## src/rtl/clkcal_pkg.sv

```systemverilog
package clkcal_pkg;
  localparam int BYTE_W = 8;

  typedef enum logic [3:0] {
    OP_NOP, OP_SCL_LO, OP_SCL_HI, OP_SDA_LO, OP_SDA_HI,
    OP_SDA_BIT, OP_SDA_REL, OP_SDA_DRV, OP_SAMPLE
  } bus_op_e;

  typedef enum logic [3:0] {
    PH_IDLE, PH_START, PH_TX, PH_ACKIN, PH_RSTART,
    PH_ACKOUT, PH_RX, PH_STOP, PH_DONE
  } phase_e;

  localparam logic [2:0] MU_PRE = 3'd7;
endpackage

```

## src/rtl/settle_timer.sv

```systemverilog
module settle_timer #(
  parameter int DIV_W = 16
) (
  input  logic             clk,
  input  logic             rst_n,
  input  logic             load,
  input  logic [DIV_W-1:0] div,
  output logic             ready
);
  logic [DIV_W-1:0] cnt_q;

  always_ff @(posedge clk) begin
    if (!rst_n)            cnt_q <= '0;
    else if (load)         cnt_q <= div;
    else if (cnt_q != '0)  cnt_q <= cnt_q - 1'b1;
  end

  assign ready = (cnt_q == '0);
endmodule

```

## src/rtl/line_driver.sv

```systemverilog
module line_driver
  import clkcal_pkg::*;
(
  input  logic    clk,
  input  logic    rst_n,
  input  logic    fire,
  input  bus_op_e op,
  input  logic    bit_val,
  output logic    scl_o,
  output logic    sda_o,
  output logic    sda_oe
);
  always_ff @(posedge clk) begin
    if (!rst_n) begin
      scl_o  <= 1'b1;
      sda_o  <= 1'b1;
      sda_oe <= 1'b1;
    end else if (fire) begin
      case (op)
        OP_SCL_LO:  scl_o  <= 1'b0;
        OP_SCL_HI:  scl_o  <= 1'b1;
        OP_SDA_LO:  sda_o  <= 1'b0;
        OP_SDA_HI:  sda_o  <= 1'b1;
        OP_SDA_BIT: sda_o  <= bit_val;
        OP_SDA_REL: sda_oe <= 1'b0;
        OP_SDA_DRV: sda_oe <= 1'b1;
        default: ;
      endcase
    end
  end
endmodule

```

## src/rtl/xfer_sequencer.sv

```systemverilog
module xfer_sequencer
  import clkcal_pkg::*;
#(
  parameter logic [6:0] DEV_ADDR  = 7'h68,
  parameter int         REG_W     = 6,
  parameter logic [REG_W-1:0] REG_LIMIT = 6'h3F
) (
  input  logic              clk,
  input  logic              rst_n,
  input  logic              req_valid,
  input  logic              req_rd,
  input  logic [REG_W-1:0]  req_reg,
  input  logic [BYTE_W-1:0] req_wdata,
  output logic              req_ready,
  input  logic              tick_ready,
  input  logic              sda_i,
  output logic              fire,
  output bus_op_e           op,
  output logic              op_bit,
  output logic [BYTE_W-1:0] rdata,
  output logic              done,
  output logic              nack_seen,
  output logic              addr_err,
  output phase_e            phase
);
  phase_e             ph_q;
  logic [2:0]         mu_q;
  logic [2:0]         bitn_q;
  logic [1:0]         bidx_q;
  logic               rd_q;
  logic [REG_W-1:0]   reg_q;
  logic [BYTE_W-1:0]  wdata_q;
  logic [BYTE_W-1:0]  rx_q;
  logic [BYTE_W-1:0]  tx_byte;
  logic               legal;

  assign legal     = (req_reg < REG_LIMIT);
  assign req_ready = (ph_q == PH_IDLE);
  assign fire      = (ph_q != PH_IDLE) && tick_ready;
  assign phase     = ph_q;

  always_comb begin
    case (bidx_q)
      2'd0:    tx_byte = {DEV_ADDR, 1'b0};
      2'd1:    tx_byte = BYTE_W'(reg_q);
      default: tx_byte = rd_q ? {DEV_ADDR, 1'b1} : wdata_q;
    endcase
  end
  assign op_bit = tx_byte[bitn_q];

  always_comb begin
    op = OP_NOP;
    case (ph_q)
      PH_START:  op = (mu_q == 3'd0) ? OP_SCL_HI : (mu_q == 3'd1) ? OP_SDA_HI : OP_SDA_LO;
      PH_TX:     op = (mu_q == MU_PRE) ? OP_SCL_LO : (mu_q == 3'd0) ? OP_SDA_BIT :
                      (mu_q == 3'd1) ? OP_SCL_HI : OP_SCL_LO;
      PH_ACKIN: begin
        case (mu_q)
          3'd0:    op = OP_SDA_REL;
          3'd1:    op = OP_SCL_HI;
          3'd2:    op = OP_SAMPLE;
          3'd3:    op = OP_SCL_LO;
          default: op = OP_SDA_DRV;
        endcase
      end
      PH_RSTART: op = (mu_q == 3'd1) ? OP_SCL_HI : (mu_q == 3'd3) ? OP_SDA_LO : OP_SDA_HI;
      PH_ACKOUT: op = (mu_q == 3'd0) ? OP_SDA_LO : (mu_q == 3'd1) ? OP_SCL_HI : OP_SCL_LO;
      PH_RX: begin
        case (mu_q)
          MU_PRE:  op = OP_SCL_LO;
          3'd6:    op = OP_SDA_REL;
          3'd0:    op = OP_SCL_HI;
          3'd1:    op = OP_SAMPLE;
          3'd2:    op = OP_SCL_LO;
          default: op = OP_SDA_DRV;
        endcase
      end
      PH_STOP:   op = (mu_q == 3'd0) ? OP_SDA_LO : (mu_q == 3'd1) ? OP_SCL_HI : OP_SDA_HI;
      default:   op = OP_NOP;
    endcase
  end

  always_ff @(posedge clk) begin
    if (!rst_n) begin
      ph_q      <= PH_IDLE;
      mu_q      <= '0;
      bitn_q    <= '0;
      bidx_q    <= '0;
      rd_q      <= 1'b0;
      reg_q     <= '0;
      wdata_q   <= '0;
      rx_q      <= '0;
      rdata     <= '0;
      done      <= 1'b0;
      nack_seen <= 1'b0;
      addr_err  <= 1'b0;
    end else begin
      done     <= 1'b0;
      addr_err <= 1'b0;
      if (ph_q == PH_IDLE) begin
        if (req_valid && legal) begin
          ph_q      <= PH_START;
          mu_q      <= '0;
          bidx_q    <= '0;
          rd_q      <= req_rd;
          reg_q     <= req_reg;
          wdata_q   <= req_wdata;
          nack_seen <= 1'b0;
        end else if (req_valid) begin
          addr_err <= 1'b1;
        end
      end else if (fire) begin
        case (ph_q)
          PH_START: begin
            if (mu_q == 3'd2) begin ph_q <= PH_TX; mu_q <= MU_PRE; end
            else mu_q <= mu_q + 1'b1;
          end
          PH_TX: begin
            if (mu_q == MU_PRE) begin
              mu_q <= '0; bitn_q <= 3'd7;
            end else if (mu_q == 3'd2) begin
              mu_q <= '0;
              if (bitn_q == 3'd0)
                ph_q <= (rd_q && bidx_q == 2'd2) ? PH_ACKOUT : PH_ACKIN;
              else
                bitn_q <= bitn_q - 1'b1;
            end else mu_q <= mu_q + 1'b1;
          end
          PH_ACKIN: begin
            if (mu_q == 3'd2) nack_seen <= nack_seen | sda_i;
            if (mu_q == 3'd4) begin
              mu_q <= MU_PRE;
              case (bidx_q)
                2'd0: begin ph_q <= PH_TX; bidx_q <= 2'd1; end
                2'd1: begin
                  if (rd_q) begin ph_q <= PH_RSTART; mu_q <= '0; end
                  else begin ph_q <= PH_TX; bidx_q <= 2'd2; end
                end
                default: begin ph_q <= PH_STOP; mu_q <= '0; end
              endcase
            end else mu_q <= mu_q + 1'b1;
          end
          PH_RSTART: begin
            if (mu_q == 3'd3) begin ph_q <= PH_TX; mu_q <= MU_PRE; bidx_q <= 2'd2; end
            else mu_q <= mu_q + 1'b1;
          end
          PH_ACKOUT: begin
            if (mu_q == 3'd2) begin ph_q <= PH_RX; mu_q <= MU_PRE; end
            else mu_q <= mu_q + 1'b1;
          end
          PH_RX: begin
            case (mu_q)
              MU_PRE: mu_q <= 3'd6;
              3'd6:   begin mu_q <= '0; bitn_q <= 3'd7; end
              3'd0:   mu_q <= 3'd1;
              3'd1:   begin rx_q <= {rx_q[BYTE_W-2:0], sda_i}; mu_q <= 3'd2; end
              3'd2: begin
                if (bitn_q == 3'd0) mu_q <= 3'd5;
                else begin bitn_q <= bitn_q - 1'b1; mu_q <= '0; end
              end
              default: begin ph_q <= PH_STOP; mu_q <= '0; end
            endcase
          end
          PH_STOP: begin
            if (mu_q == 3'd2) ph_q <= PH_DONE;
            else mu_q <= mu_q + 1'b1;
          end
          default: begin
            ph_q <= PH_IDLE;
            done <= 1'b1;
            if (rd_q) rdata <= rx_q;
          end
        endcase
      end
    end
  end

  assert_done_pulse_R9: assert property (@(posedge clk) disable iff (!rst_n)
    done |=> !done);
  assert_reject_quiet_R10: assert property (@(posedge clk) disable iff (!rst_n)
    addr_err |-> (ph_q == PH_IDLE));
  assert_busy_after_accept_R8: assert property (@(posedge clk) disable iff (!rst_n)
    (req_valid && req_ready && legal) |=> (ph_q == PH_START));
endmodule

```

## src/rtl/clkcal_i2c_master.sv

```systemverilog
module clkcal_i2c_master
  import clkcal_pkg::*;
#(
  parameter int         DIV_W     = 16,
  parameter int         REG_W     = 6,
  parameter logic [6:0] DEV_ADDR  = 7'h68,
  parameter logic [REG_W-1:0] REG_LIMIT = 6'h3F
) (
  input  logic              clk,
  input  logic              rst_n,
  input  logic [DIV_W-1:0]  settle_div,
  input  logic              req_valid,
  output logic              req_ready,
  input  logic              req_rd,
  input  logic [REG_W-1:0]  req_reg,
  input  logic [BYTE_W-1:0] req_wdata,
  output logic [BYTE_W-1:0] rsp_rdata,
  output logic              busy,
  output logic              done,
  output logic              nack_seen,
  output logic              addr_err,
  output logic              scl_o,
  output logic              sda_o,
  output logic              sda_oe,
  input  logic              sda_i
);
  logic    tick_ready;
  logic    fire;
  logic    op_bit;
  bus_op_e op;
  phase_e  seq_ph;

  settle_timer #(.DIV_W(DIV_W)) u_timer (
    .clk(clk), .rst_n(rst_n), .load(fire), .div(settle_div), .ready(tick_ready)
  );

  xfer_sequencer #(.DEV_ADDR(DEV_ADDR), .REG_W(REG_W), .REG_LIMIT(REG_LIMIT)) u_seq (
    .clk(clk), .rst_n(rst_n), .req_valid(req_valid), .req_rd(req_rd),
    .req_reg(req_reg), .req_wdata(req_wdata), .req_ready(req_ready),
    .tick_ready(tick_ready), .sda_i(sda_i), .fire(fire), .op(op),
    .op_bit(op_bit), .rdata(rsp_rdata), .done(done), .nack_seen(nack_seen),
    .addr_err(addr_err), .phase(seq_ph)
  );

  line_driver u_lines (
    .clk(clk), .rst_n(rst_n), .fire(fire), .op(op), .bit_val(op_bit),
    .scl_o(scl_o), .sda_o(sda_o), .sda_oe(sda_oe)
  );

  assign busy = !req_ready;

  assert_idle_lines_R1: assert property (@(posedge clk) disable iff (!rst_n)
    !busy |-> (scl_o && sda_o && sda_oe));
  assert_sda_stable_R2: assert property (@(posedge clk) disable iff (!rst_n)
    (scl_o && $past(scl_o) && sda_oe && (sda_o != $past(sda_o)))
      |-> ($past(seq_ph) inside {PH_START, PH_RSTART, PH_STOP}));
  assert_ack_released_R5: assert property (@(posedge clk) disable iff (!rst_n)
    (fire && op == OP_SAMPLE) |-> !sda_oe);
  assert_settle_gap_R6: assert property (@(posedge clk) disable iff (!rst_n)
    (fire && settle_div != '0) |=> !fire);
endmodule

```

## config.mk

```make
export PLATFORM = sky130hd
export DESIGN_NAME = clkcal_i2c_master
export DESIGN_NICKNAME = d
export VERILOG_FILES = /design/src/rtl/clkcal_pkg.sv /design/src/rtl/settle_timer.sv /design/src/rtl/line_driver.sv /design/src/rtl/xfer_sequencer.sv /design/src/rtl/clkcal_i2c_master.sv
export SDC_FILE = /design/constraint.sdc
export NUM_CORES = 1
export LEC_CHECK = 0
export BUFFER_PORTS_ARGS = -buffer_cell sky130_fd_sc_hd__buf_4
export CAP_MARGIN = 20
export CORE_ASPECT_RATIO = 0.5
export CORE_MARGIN = 2
export CORE_UTILIZATION = 50
export CTS_CLUSTER_DIAMETER = 200
export CTS_CLUSTER_SIZE = 24
export DETAILED_ROUTE_END_ITERATION = 12
export PLACE_DENSITY_LB_ADDON = 0.05
export SLEW_MARGIN = 20
export SYNTH_ARGS = -nofsm -noshare
export SYNTH_HDL_FRONTEND = slang
export SYNTH_SLANG_ARGS = --single-unit
```

## constraint.sdc

```tcl
create_clock -name clk -period 2.7 [get_ports clk]
set_input_delay 0.405 -clock clk [delete_from_list [all_inputs] [get_ports clk]]
set_output_delay 0.405 -clock clk [all_outputs]
set_load 0.1 [all_outputs]
```

==> impl_metrics.py, run 1 <==
metrics = {
    "logic_synthesis": {
        "ys_seq_elements": 65,
        "share_of_flip_flops_with_an_asynchronous_set_or_reset_after_synthesis_pct": 0,
        "synth-edff-count": 0,
        "synth_flop_cell": "dfxtp_1",
        "syn-instance-count": 487,
        "syn_avg_cell_area_um2": 7.70,
        "synth_nets": 532,
        "yosysWarnings": 0,
        "synth_area_um2": 3750,
        "seq_area_frac_synth_pct": 34.7,
        "post_synth_cell_types": 65,
    },
    "cts": {
        "numClockSinks": 65,
        "insertion_delay_ns": 0.34,
        "clock_tree_from_tritoncts": "built",
        "postCtsHoldBufs": 0,
        "max-clock-path-buffers": 2,
        "clock-root-buffer": "clkbuf_16",
        "cts.clk_slew.worst_paths_ns": 0.06,
        "h-tree-depth": 3,
        "cts_inserted_buffers": 9,
    },
    "worst_setup_path": {
        "cp_data_required_time_ns": 2.93,
        "crit_fanout": 9,
        "critPathLaunchType": "flop",
        "critPathArrivalTime_ns": 2.72,
        "critical_path_endpoint_category": "flop",
        "start_to_end_type_of_the_worst_setup_path": "reg -> reg",
    },
    "flow_run": {
        "cap_viol_max_count": 0,
    },
    "drt": {
        "first_iter_violations": 310,
        "detail_route.wirelength_um": 10000,
        "via_count": 3758,
        "drt.antenna.violating_nets": 0,
        "post_route_drc": 0,
        "via_per_inst": 5.78,
        "wl_per_cell_um": 15.4,
        "detail_route.first_pass.iterations": 5,
    },
    "die": {
        "rows": 22,
        "die_height_um": 65.2,
        "ioPinCount": 51,
        "die_width_um": 126,
        "die_area_um2": 8250,
        "core-area_um2": 7290,
        "floorplan.initialDensity_pct": 51.4,
    },
    "cells_and_area": {
        "final_net_count": 594,
        "areaGrowthSynthToFinish_pct": 24.6,
        "insertedDiodeCount": 0,
        "layout-drive-gt1-share_pct": 20.9,
        "most_frequent_cells_in_the_layout": "nand2_1 (80), buf_4 (80), dfxtp_1 (65)",
        "final_util_pct": 64.0,
    },
    "grt": {
        "globalRouteOverflowTotal": 0,
        "gr-usage-all-layers_pct": 25.1,
        "pin_count_of_the_biggest_net_entering_global_routing": 21,
        "antenna_found_initial": 0,
        "grt_pass1_vias": 3316,
        "global_route_wire_length_before_repair_um": 16400,
    },
    "timing": {
        "post_route_setup_slack_ns": 0.206,
        "slew_violations": 0,
        "final.setup_skew_ns": 0.00628,
        "final_period_minus_worst_setup_slack_ns": 2.49,
        "timing_worst_slew_pin_value_ns": 0.525,
        "timing_hold_violations_final": 0,
        "maxSlewHeadroom_pct": 64.8,
        "fin_worst_hold_slack_ns": 0.306,
        "clock.fmax_ghz": 0.401,
        "fin_setup_tns_ns": 0,
        "rsz_0062_raised_after_global_routing": "no",
        "finalCritPeriodShare_pct": 92.4,
        "setup_violations": 0,
    },
    "power": {
        "areal_power_density_over_the_cells_nw_per_um2": 924,
        "cellLeakagePower_uw": 0.00184,
        "report.power.total_uw": 4310,
        "vdd.ir_drop.worst_mv": 0.597,
    },
    "placement": {
        "globalplace.congestion": 0.945,
        "io_buffers": 50,
        "detailed_place_hpwl_um": 7260,
        "detailedPlace.worstSlack_ns": 0.168,
    },
    "run_status": {
        "run_status": "complete, no violations",
    },
    "worst_hold_path": {
        "min_path_type": "in -> reg",
    },
}
==> report_power, final <==
part           leakage (uW)  switching (uW)  internal (uW)
registers          0.000529             167           1110
logic               0.00116            1110            717
clock network      0.000150             480            733
==> Yosys cell counts (4+ instances only) <==
cell,count,area [um^2]
nand2_1,80,300
dfxtp_1,65,1300
a21oi_1,45,225
nor2_1,43,161
clkbuf_1,23,86.3
inv_1,19,71.3
o21ai_0,19,95.1
nor3_1,17,85.1
nand3_1,14,70.1
mux2i_1,13,130
nand2b_1,11,68.8
ha_1,10,125
a31oi_1,8,50.1
nor2b_1,7,43.8
o211ai_1,7,52.6
a211oi_1,6,45.0
and3_1,6,37.5
a221oi_1,5,43.8
buf_2,5,25.0
o31ai_1,5,37.5
a21o_1,4,30.0
a311oi_1,4,35.0
nand4_1,4,25.0
nor4_1,4,25.0
o22ai_1,4,25.0
==> final timing paths <==
path | from | endpoint | slack (ns) | depth (start not counted)
max | u_seq.mu_q[0] | u_lines.sda_o | 0.21 | 9
min | settle_div[9] | u_timer.cnt_q[9] | 0.31 | 3
max reg2reg | u_seq.mu_q[0] | u_lines.sda_o | 0.21 | 9
min reg2reg | u_seq.wdata_q[0] | u_seq.wdata_q[0] | 0.46 | 2
==> repair_timing <==
| action | 4_1_cts | 5_1_grt |
|---|---|---|
| setup endpoints to repair | 0 | 7 |
| resized for setup | 0 | 1 |
| buffers inserted | 0 | 3 |
==> sequential cells by signal, indices dropped and copies added, names as in the netlist, 3 cells and up <==
| name | count |
|---|---|
| u_seq.wdata_q | 8 |
| u_seq.reg_q | 6 |
| u_seq.phase | 4 |
| u_seq.rdata | 8 |
| u_seq.rx_q | 8 |
| u_timer.cnt_q | 16 |
| u_seq.mu_q | 3 |
| u_seq.bitn_q | 3 |
==> stage by stage <==
step,cell area [um^2],instances
after CTS,4640,647
after detailed placement,4330,631
after global placement,4330,631
after floorplan,3750,487
after global routing,4670,650
final,4670,650
==> kinds of logic after synthesis <==
| kind of cell | Yosys count | share of synthesized area (%) |
|---|---|---|
| adder cells (fa/ha/maj) | 10 | 3.34 |
| AND/OR/NAND/NOR | 211 | 27.5 |
| XOR/XNOR | 4 | 0.935 |
| buffers and inverters | 49 | 5.11 |
| multiplexers | 15 | 4.07 |
| flip-flops | 65 | 34.7 |
| AO/OA/AOI/OAI | 133 | 24.3 |
==> worst max-delay path: stages, from the launching register on <==
cell	delay, ns
dfxtp_1	0.47
ha_1	0.22
ha_1	0.34
nor4b_1	0.12
and3_1	0.20
a211oi_1	0.24
o211ai_1	0.23
xnor2_1	0.19
nand3b_1	0.09
a211o_1	0.28
==> layer usage <==
metal | global-route usage (%) | vias up | share of wire, %
li1 | - | 1873 | -
met1 | 35.6 | 1752 | 49
met2 | 37.0 | 119 | 42
met3 | 7.25 | 14 | 7.1
met4 | 7.01 | 0 | 1.2
met5 | 0 | - | 0
==> layout make-up <==
cell class | instances | area (um^2)
Sequential cell | 65 | 1300
Inverter | 20 | 75.1
Tap cell | 96 | 120
Timing Repair Buffer | 80 | 601
Clock buffer | 9 | 225
Clock inverter | 7 | 86.3
Multi-Input combinational cell | 373 | 2260
Fill cell | 672 | 2630
(Power assumes the default switching activity.)
==> run 2: changes to the inputs <==
--- a/config.mk
+++ b/config.mk
@@ -9,7 +9,7 @@
 export CAP_MARGIN = 20
 export CORE_ASPECT_RATIO = 0.5
 export CORE_MARGIN = 2
-export CORE_UTILIZATION = 50
+export CORE_UTILIZATION = 58
 export CTS_CLUSTER_DIAMETER = 200
 export CTS_CLUSTER_SIZE = 24
 export DETAILED_ROUTE_END_ITERATION = 12
==> run 2 against run 1 <==
  * Register-to-register slack improved by 0.03 ns
  * Global-route usage increased by 5.5 points
  * First-iteration DRC count rose by 14%
  * Maximum frequency is 1.1% higher
==> impl_metrics.py, run 2 (synthesized netlist as in run 1, its figures left out) <==
metrics = {
    "cts": {
        "cts.clk_slew.worst_paths_ns": 0.06,
        "max-clock-path-buffers": 2,
        "cts_post_setup_buffers_inserted": 0,
        "h-tree-depth": 3,
        "cts_inserted_buffers": 9,
        "insertion_delay_ns": 0.33,
        "clock_tree_from_tritoncts": "built",
        "numClockSinks": 65,
        "clock-root-buffer": "clkbuf_16",
    },
    "drt": {
        "first_iter_violations": 353,
        "wl_per_cell_um": 16.2,
        "detail_route.wirelength_um": 10400,
        "via_count": 3807,
        "drt.antenna.violating_nets": 0,
        "detail_route.first_pass.iterations": 5,
        "post_route_drc": 0,
        "via_per_inst": 5.91,
    },
    "run_status": {
        "run_status": "complete, no violations",
    },
    "timing": {
        "slew_violations": 0,
        "rsz_0062_raised_after_global_routing": "no",
        "final.setup_skew_ns": 0.00576,
        "fin_setup_tns_ns": 0,
        "final_period_minus_worst_setup_slack_ns": 2.47,
        "setup_violations": 0,
        "finalCritPeriodShare_pct": 91.4,
        "timing_worst_slew_pin_value_ns": 0.543,
        "clock.fmax_ghz": 0.405,
        "fin_worst_hold_slack_ns": 0.318,
        "maxSlewHeadroom_pct": 63.6,
        "timing_hold_violations_final": 0,
    },
    "placement": {
        "io_buffers": 50,
        "globalplace.congestion": 0.947,
        "detailed_place_hpwl_um": 7480,
        "placement.cell_area_um2": 4370,
    },
    "cells_and_area": {
        "largest_reg_flops": 16,
        "areaGrowthSynthToFinish_pct": 24.5,
        "num-fill-cells": 512,
        "insertedDiodeCount": 0,
        "most_frequent_cells_in_the_layout": "buf_4 (81), nand2_1 (80), dfxtp_1 (65)",
        "largest_register": "u_timer.cnt_q",
        "final_cell_area_um2": 4670,
        "final_common_cell": "buf_4",
        "multi_input_comb_area_um2": 2270,
        "seq_area_um2": 1300,
        "layout-drive-gt1-share_pct": 21.6,
        "final_net_count": 596,
    },
    "worst_setup_path": {
        "critPathArrivalTime_ns": 2.69,
        "timing.critical_path.mode_cell": "ha_1",
        "critPathLaunchType": "flop",
        "critPathSlowestCell": "dfxtp_1",
        "cell_family_with_most_cp_delay": "compound AO/OA/AOI/OAI gates",
        "start_to_end_type_of_the_worst_setup_path": "reg -> reg",
        "cp.depth": 9,
        "crit_chain": "ha_1 -> ha_1 -> nor4b_2 -> and3_1 -> a211oi_1 -> o211ai_1 -> xnor2_1 -> nand3b_1 -> a211o_1",
        "cpPeakStageDelay_ns": 0.46,
        "crit_fanout": 7,
        "critical_path_endpoint_category": "flop",
        "worstPathBufferInverterCount": 0,
        "cp_data_required_time_ns": 2.92,
        "rr_worst_depth": 9,
    },
    "worst_hold_path": {
        "min_path_type": "in -> reg",
        "hold_path_depth": 3,
    },
    "grt": {
        "antenna_found_initial": 0,
        "gr-usage-all-layers_pct": 30.5,
        "pin_count_of_the_biggest_net_entering_global_routing": 28,
        "globalRouteOverflowTotal": 0,
        "global_route_wire_length_before_repair_um": 17000,
        "use_met3_pct": 9.21,
        "routing_usage_on_met1_pct": 40.8,
        "gr-max-usage-layer": "met2",
        "grtUsageMet2_pct": 49.4,
        "grt_pass1_vias": 3501,
    },
    "power": {
        "cellLeakagePower_uw": 0.00185,
        "areal_power_density_over_the_cells_nw_per_um2": 909,
        "vdd.ir_drop.worst_mv": 0.755,
    },
    "die": {
        "core-area_um2": 6160,
        "ioPinCount": 51,
        "die_width_um": 118,
        "floorplan.initialDensity_pct": 60.9,
        "rows": 20,
        "die_area_um2": 7160,
        "die_height_um": 60.8,
    },
    "flow_run": {
        "cap_viol_max_count": 0,
    },
}
run 2: cell count changes in the layout (fill, tap and decap cells not counted):
cell / previous run / this run
buf_12: 0 / 1
buf_4: 80 / 81
bufinv_16: 1 / 0
clkinv_2: 0 / 2
clkinv_4: 2 / 3
clkinvlp_4: 1 / 0
inv_6: 1 / 2
inv_8: 2 / 0
nor3b_1: 3 / 2
nor3b_2: 0 / 1
nor4b_1: 1 / 0
nor4b_2: 0 / 1
run 2: worst paths after layout:
| kind | to | from | slack [ns] |
|---|---|---|---|
| worst max-delay path | u_lines.sda_o | u_seq.mu_q[0] | 0.23 |
| worst max register to register | u_lines.sda_o | u_seq.mu_q[0] | 0.23 |
| worst min register to register | u_seq.wdata_q[4] | u_seq.wdata_q[4] | 0.45 |
| worst min-delay path | u_seq.wdata_q[6] | req_wdata[6] | 0.32 |
run 2: layer usage:
metal | vias up | part of all wire (%)
met3 | 17 | 8.9
met2 | 160 | 43
met1 | 1742 | 47
met5 | - | 0
li1 | 1888 | -
met4 | 0 | 1.4
run 2: tightest hold or removal path: stages:
cell and delay, ns:
buf_4 0.11, nand2_1 0.04, a21oi_1 0.05
run 2: final cells by class:
class,instances,area share [%]
clock buffer,9,4.83
clock inverter,7,1.15
inverter,20,1.61
multi-input combinational,373,48.7
sequential,65,27.9
tap,88,2.36
timing repair buffer,82,13.5
run 2: through the flow:
stage                     utilization, %  setup slack (ns)  power [uW]  std cells
final                               75.8             0.232        4240        644
after global routing                75.8            0.0269        4480        644
after CTS                           75.5             0.172        4200        644
after detailed placement            71.0             0.199        3100        628
after global placement              71.0             0.287        3080        628
after floorplan                        -             0.226        2570        487
run 2: what timing repair did:
item / CTS / global route
setup endpoints to repair: 0 / 10
hold buffers: 0 / 0
gates resized for setup: 0 / 3
run 2: where the power goes:
part	total (uW)	internal, uW	switching [uW]
sequential	1280	1110	170
clock	1080	628	448
combinational	1890	741	1150
total	4240	2480	1760
==> run 3: changes to the inputs <==
--- a/config.mk
+++ b/config.mk
@@ -17,4 +17,5 @@
 export SLEW_MARGIN = 20
 export SYNTH_ARGS = -nofsm -noshare
 export SYNTH_HDL_FRONTEND = slang
+export SYNTH_HIERARCHICAL = 1
 export SYNTH_SLANG_ARGS = --single-unit
==> run 3 against run 2 <==
  * Utilization fell by 2.8 points
  * Power rose by 4.9%
  * First-iteration DRC count fell by 21%
  * Sequential share of layout area fell by 0.93 points
  * Sequential cell count did not move
  * Global-route usage fell by 4.1 points
  * Cell area rose by 3.9%
  * Critical endpoint is now u_seq/bitn_q[0]
==> impl_metrics.py, run 3 <==
metrics = {
    "cells_and_area": {
        "most_frequent_cells_in_the_layout": "buf_4 (69), dfxtp_1 (60), nor2_1 (56)",
        "seq_area_um2": 1310,
        "multi_input_comb_area_um2": 2530,
        "insertedDiodeCount": 0,
        "final_net_count": 572,
        "final_cell_area_um2": 4850,
        "layout.cells.non_filler": 624,
        "areaGrowthSynthToFinish_pct": 22.3,
        "layout-drive-gt1-share_pct": 22.0,
        "largest_register": "u_timer/cnt_q",
        "largest_reg_flops": 16,
        "num-fill-cells": 539,
        "final_common_cell": "buf_4",
    },
    "power": {
        "intPower_uw": 2690,
        "pwr-share-clk_pct": 27.3,
        "power.share.switching_pct": 39.6,
        "vdd.ir_drop.worst_mv": 0.512,
        "areal_power_density_over_the_cells_nw_per_um2": 917,
        "cellLeakagePower_uw": 0.00195,
        "pwr-share-seq_pct": 30.8,
        "total_switching_power_uw": 1760,
        "comb_power_share_pct": 41.9,
    },
    "drt": {
        "post_route_drc": 0,
        "drt.antenna.violating_nets": 0,
        "via_per_inst": 5.92,
        "via_count": 3694,
        "detail_route.first_pass.iterations": 5,
        "wl_per_cell_um": 15.4,
        "first_iter_violations": 278,
        "detail_route.wirelength_um": 9610,
    },
    "timing": {
        "finalCritPeriodShare_pct": 98.0,
        "maxSlewHeadroom_pct": 56.4,
        "final_period_minus_worst_setup_slack_ns": 2.64,
        "clock.fmax_ghz": 0.378,
        "timing_worst_slew_pin_value_ns": 0.648,
        "rsz_0062_raised_after_global_routing": "yes",
        "setup_violations": 0,
        "final.setup_skew_ns": 0.00899,
        "timing_hold_violations_final": 0,
        "slew_violations": 0,
    },
    "logic_synthesis": {
        "yosys.area_share.xor_xnor_pct": 2.43,
        "yosysMostFrequentCell": "dfxtp_1",
        "synth_adder_area_share_pct": 3.16,
        "synth_area_um2": 3960,
        "post_synth_mux_area_share_pct": 10.2,
        "yosysWarnings": 6,
        "synth_largest_area_cell": "dfxtp_1",
        "post_synth_cell_types": 73,
        "synth_nets": 525,
        "synth.area.top_cells": "dfxtp_1 (33%), mux2i_1 (9.3%), nor2_1 (5.4%)",
        "synth-edff-count": 0,
        "yosys.area_share.simple_pct": 24.6,
        "post_synth_most_frequent_cells": "dfxtp_1 (65), nor2_1 (57), nand2_1 (44)",
        "synth_top_family_by_area": "simple AND/OR/NAND/NOR gates",
        "ys_seq_elements": 65,
        "netlist.area_leader.share_pct": 32.8,
        "seq_area_frac_synth_pct": 32.8,
        "syn-instance-count": 480,
        "share_of_flip_flops_with_an_asynchronous_set_or_reset_after_synthesis_pct": 0,
        "synth_compound_area_share_pct": 21.6,
        "syn_avg_cell_area_um2": 8.26,
        "synth_flop_cell": "dfxtp_1",
    },
    "worst_setup_path": {
        "critPathArrivalTime_ns": 2.90,
        "crit_fanout": 4,
        "start_to_end_type_of_the_worst_setup_path": "reg -> reg",
        "cell_family_with_most_cp_delay": "simple AND/OR/NAND/NOR gates",
        "critical_path_endpoint_category": "flop",
        "worstPathBufferInverterCount": 0,
        "cpPeakStageDelay_ns": 0.55,
        "crit_chain": "or4_4 -> or4_4 -> nor2_4 -> nor4bb_4 -> o311ai_4 -> a21oi_2 -> nor2_1 -> a211oi_2",
        "critPathLaunchType": "flop",
        "critPathSlowestCell": "or4_4",
        "cp_data_required_time_ns": 2.96,
        "timing.critical_path.mode_cell": "or4_4",
    },
    "run_status": {
        "run_status": "complete, no violations",
    },
    "cts": {
        "clock_tree_from_tritoncts": "built",
        "clock-root-buffer": "clkbuf_16",
        "cts.clk_slew.worst_paths_ns": 0.06,
        "numClockSinks": 65,
        "cts_inserted_buffers": 9,
        "max-clock-path-buffers": 2,
        "h-tree-depth": 3,
        "postCtsHoldBufs": 0,
        "insertion_delay_ns": 0.34,
    },
    "worst_hold_path": {
        "min_path_type": "in -> reg",
    },
    "grt": {
        "pin_count_of_the_biggest_net_entering_global_routing": 33,
        "antenna_found_initial": 0,
        "grt_pass1_vias": 3433,
        "gr-usage-all-layers_pct": 26.4,
        "globalRouteOverflowTotal": 0,
        "global_route_wire_length_before_repair_um": 16100,
    },
    "placement": {
        "placedCellCount": 604,
        "placement.cell_area_um2": 4460,
        "detailed_place_hpwl_um": 6570,
        "io_buffers": 50,
        "globalplace.congestion": 0.878,
    },
    "die": {
        "ioPinCount": 51,
        "floorplan.initialDensity_pct": 59.6,
        "rows": 21,
        "die_area_um2": 7550,
        "die_height_um": 62.5,
        "die_width_um": 121,
        "core-area_um2": 6650,
    },
    "flow_run": {
        "cap_viol_max_count": 0,
    },
}
run 3: cell count changes in the layout (fill, tap and decap cells not counted), moves of 5 or more:
cell      before  now
mux2i_1       13   37
nor3_1        17   12
a21oi_1       45   18
inv_1         18   13
buf_4         81   69
nor2_1        43   56
nand2_1       80   44
o21ai_0       19   32
dfxtp_2        0    5
a211oi_1       6    1
xnor2_1        3    9
a31oi_1        8    3
dfxtp_1       65   60
run 3: cell type report:
class | instances | area share (%)
Tap cell | 92 | 2.37
Multi-Input combinational cell | 365 | 52.2
Timing Repair Buffer | 69 | 10.7
Inverter | 17 | 1.37
Clock inverter | 7 | 1.73
Sequential cell | 65 | 27.0
Clock buffer | 9 | 4.64
run 3: cells by family after synthesis:
| family | count (synthesis) |
|---|---|
| flip-flops | 65 |
| multiplexers | 39 |
| buffers and inverters | 50 |
| adder cells (fa/ha/maj) | 10 |
| AO/OA/AOI/OAI | 118 |
| AND/OR/NAND/NOR | 187 |
| XOR/XNOR | 11 |
run 3: power by group through the flow:
stage	Sequential, uW	Combinational [uW]	Clock (uW)
final	1370	1870	1210
after global routing	1400	2060	1280
after CTS	1360	1810	1230
after detailed placement	1380	1790	0
after global placement	1370	1780	0
after floorplan	1280	1550	0
run 3: worst min-delay path, cell delays in order:
cell	delay [ns]
buf_4	0.08
nand2_1	0.03
o21ai_0	0.05
run 3: worst paths after layout:
check / cells past startpoint / from / slack (ns) / end
hold reg to reg: 2 / u_lines/sda_oe / 0.49 / u_lines/sda_oe
hold / removal: 3 / settle_div[11] / 0.26 / u_timer/cnt_q[11]
setup reg to reg: 8 / u_timer/cnt_q[10] / 0.06 / u_seq/bitn_q[0]
setup / recovery: 8 / u_timer/cnt_q[10] / 0.06 / u_seq/bitn_q[0]
run 3: routing by layer:
metal | GRT usage, % | vias to the layer above | wire length [um]
li1 | - | 1847 | -
met3 | 8.30 | 17 | 631
met5 | 0 | - | 0
met1 | 35.9 | 1711 | 4530
met4 | 5.96 | 0 | 154
met2 | 41.3 | 119 | 4300
run 3: repair_timing:
action / CTS / global route
buffers inserted: 0 / 4
gates resized for setup: 0 / 10
endpoints found under the setup margin: 0 / 21
run 3: per-stage QoR:
step                total power (uW)  hold WS [ns]  setup slack, ns  utilization, %  TNS (ns)
floorplan                       2830         0.460          -0.0984               -    -0.154
global placement                3150         0.462           0.0861            67.2         0
detailed placement              3160         0.481           0.0495            67.2         0
CTS                             4390         0.263          0.00304            71.8         0
global route                    4750         0.267          -0.0514            73.0    -0.167
finish                          4450         0.262           0.0552            73.0         0
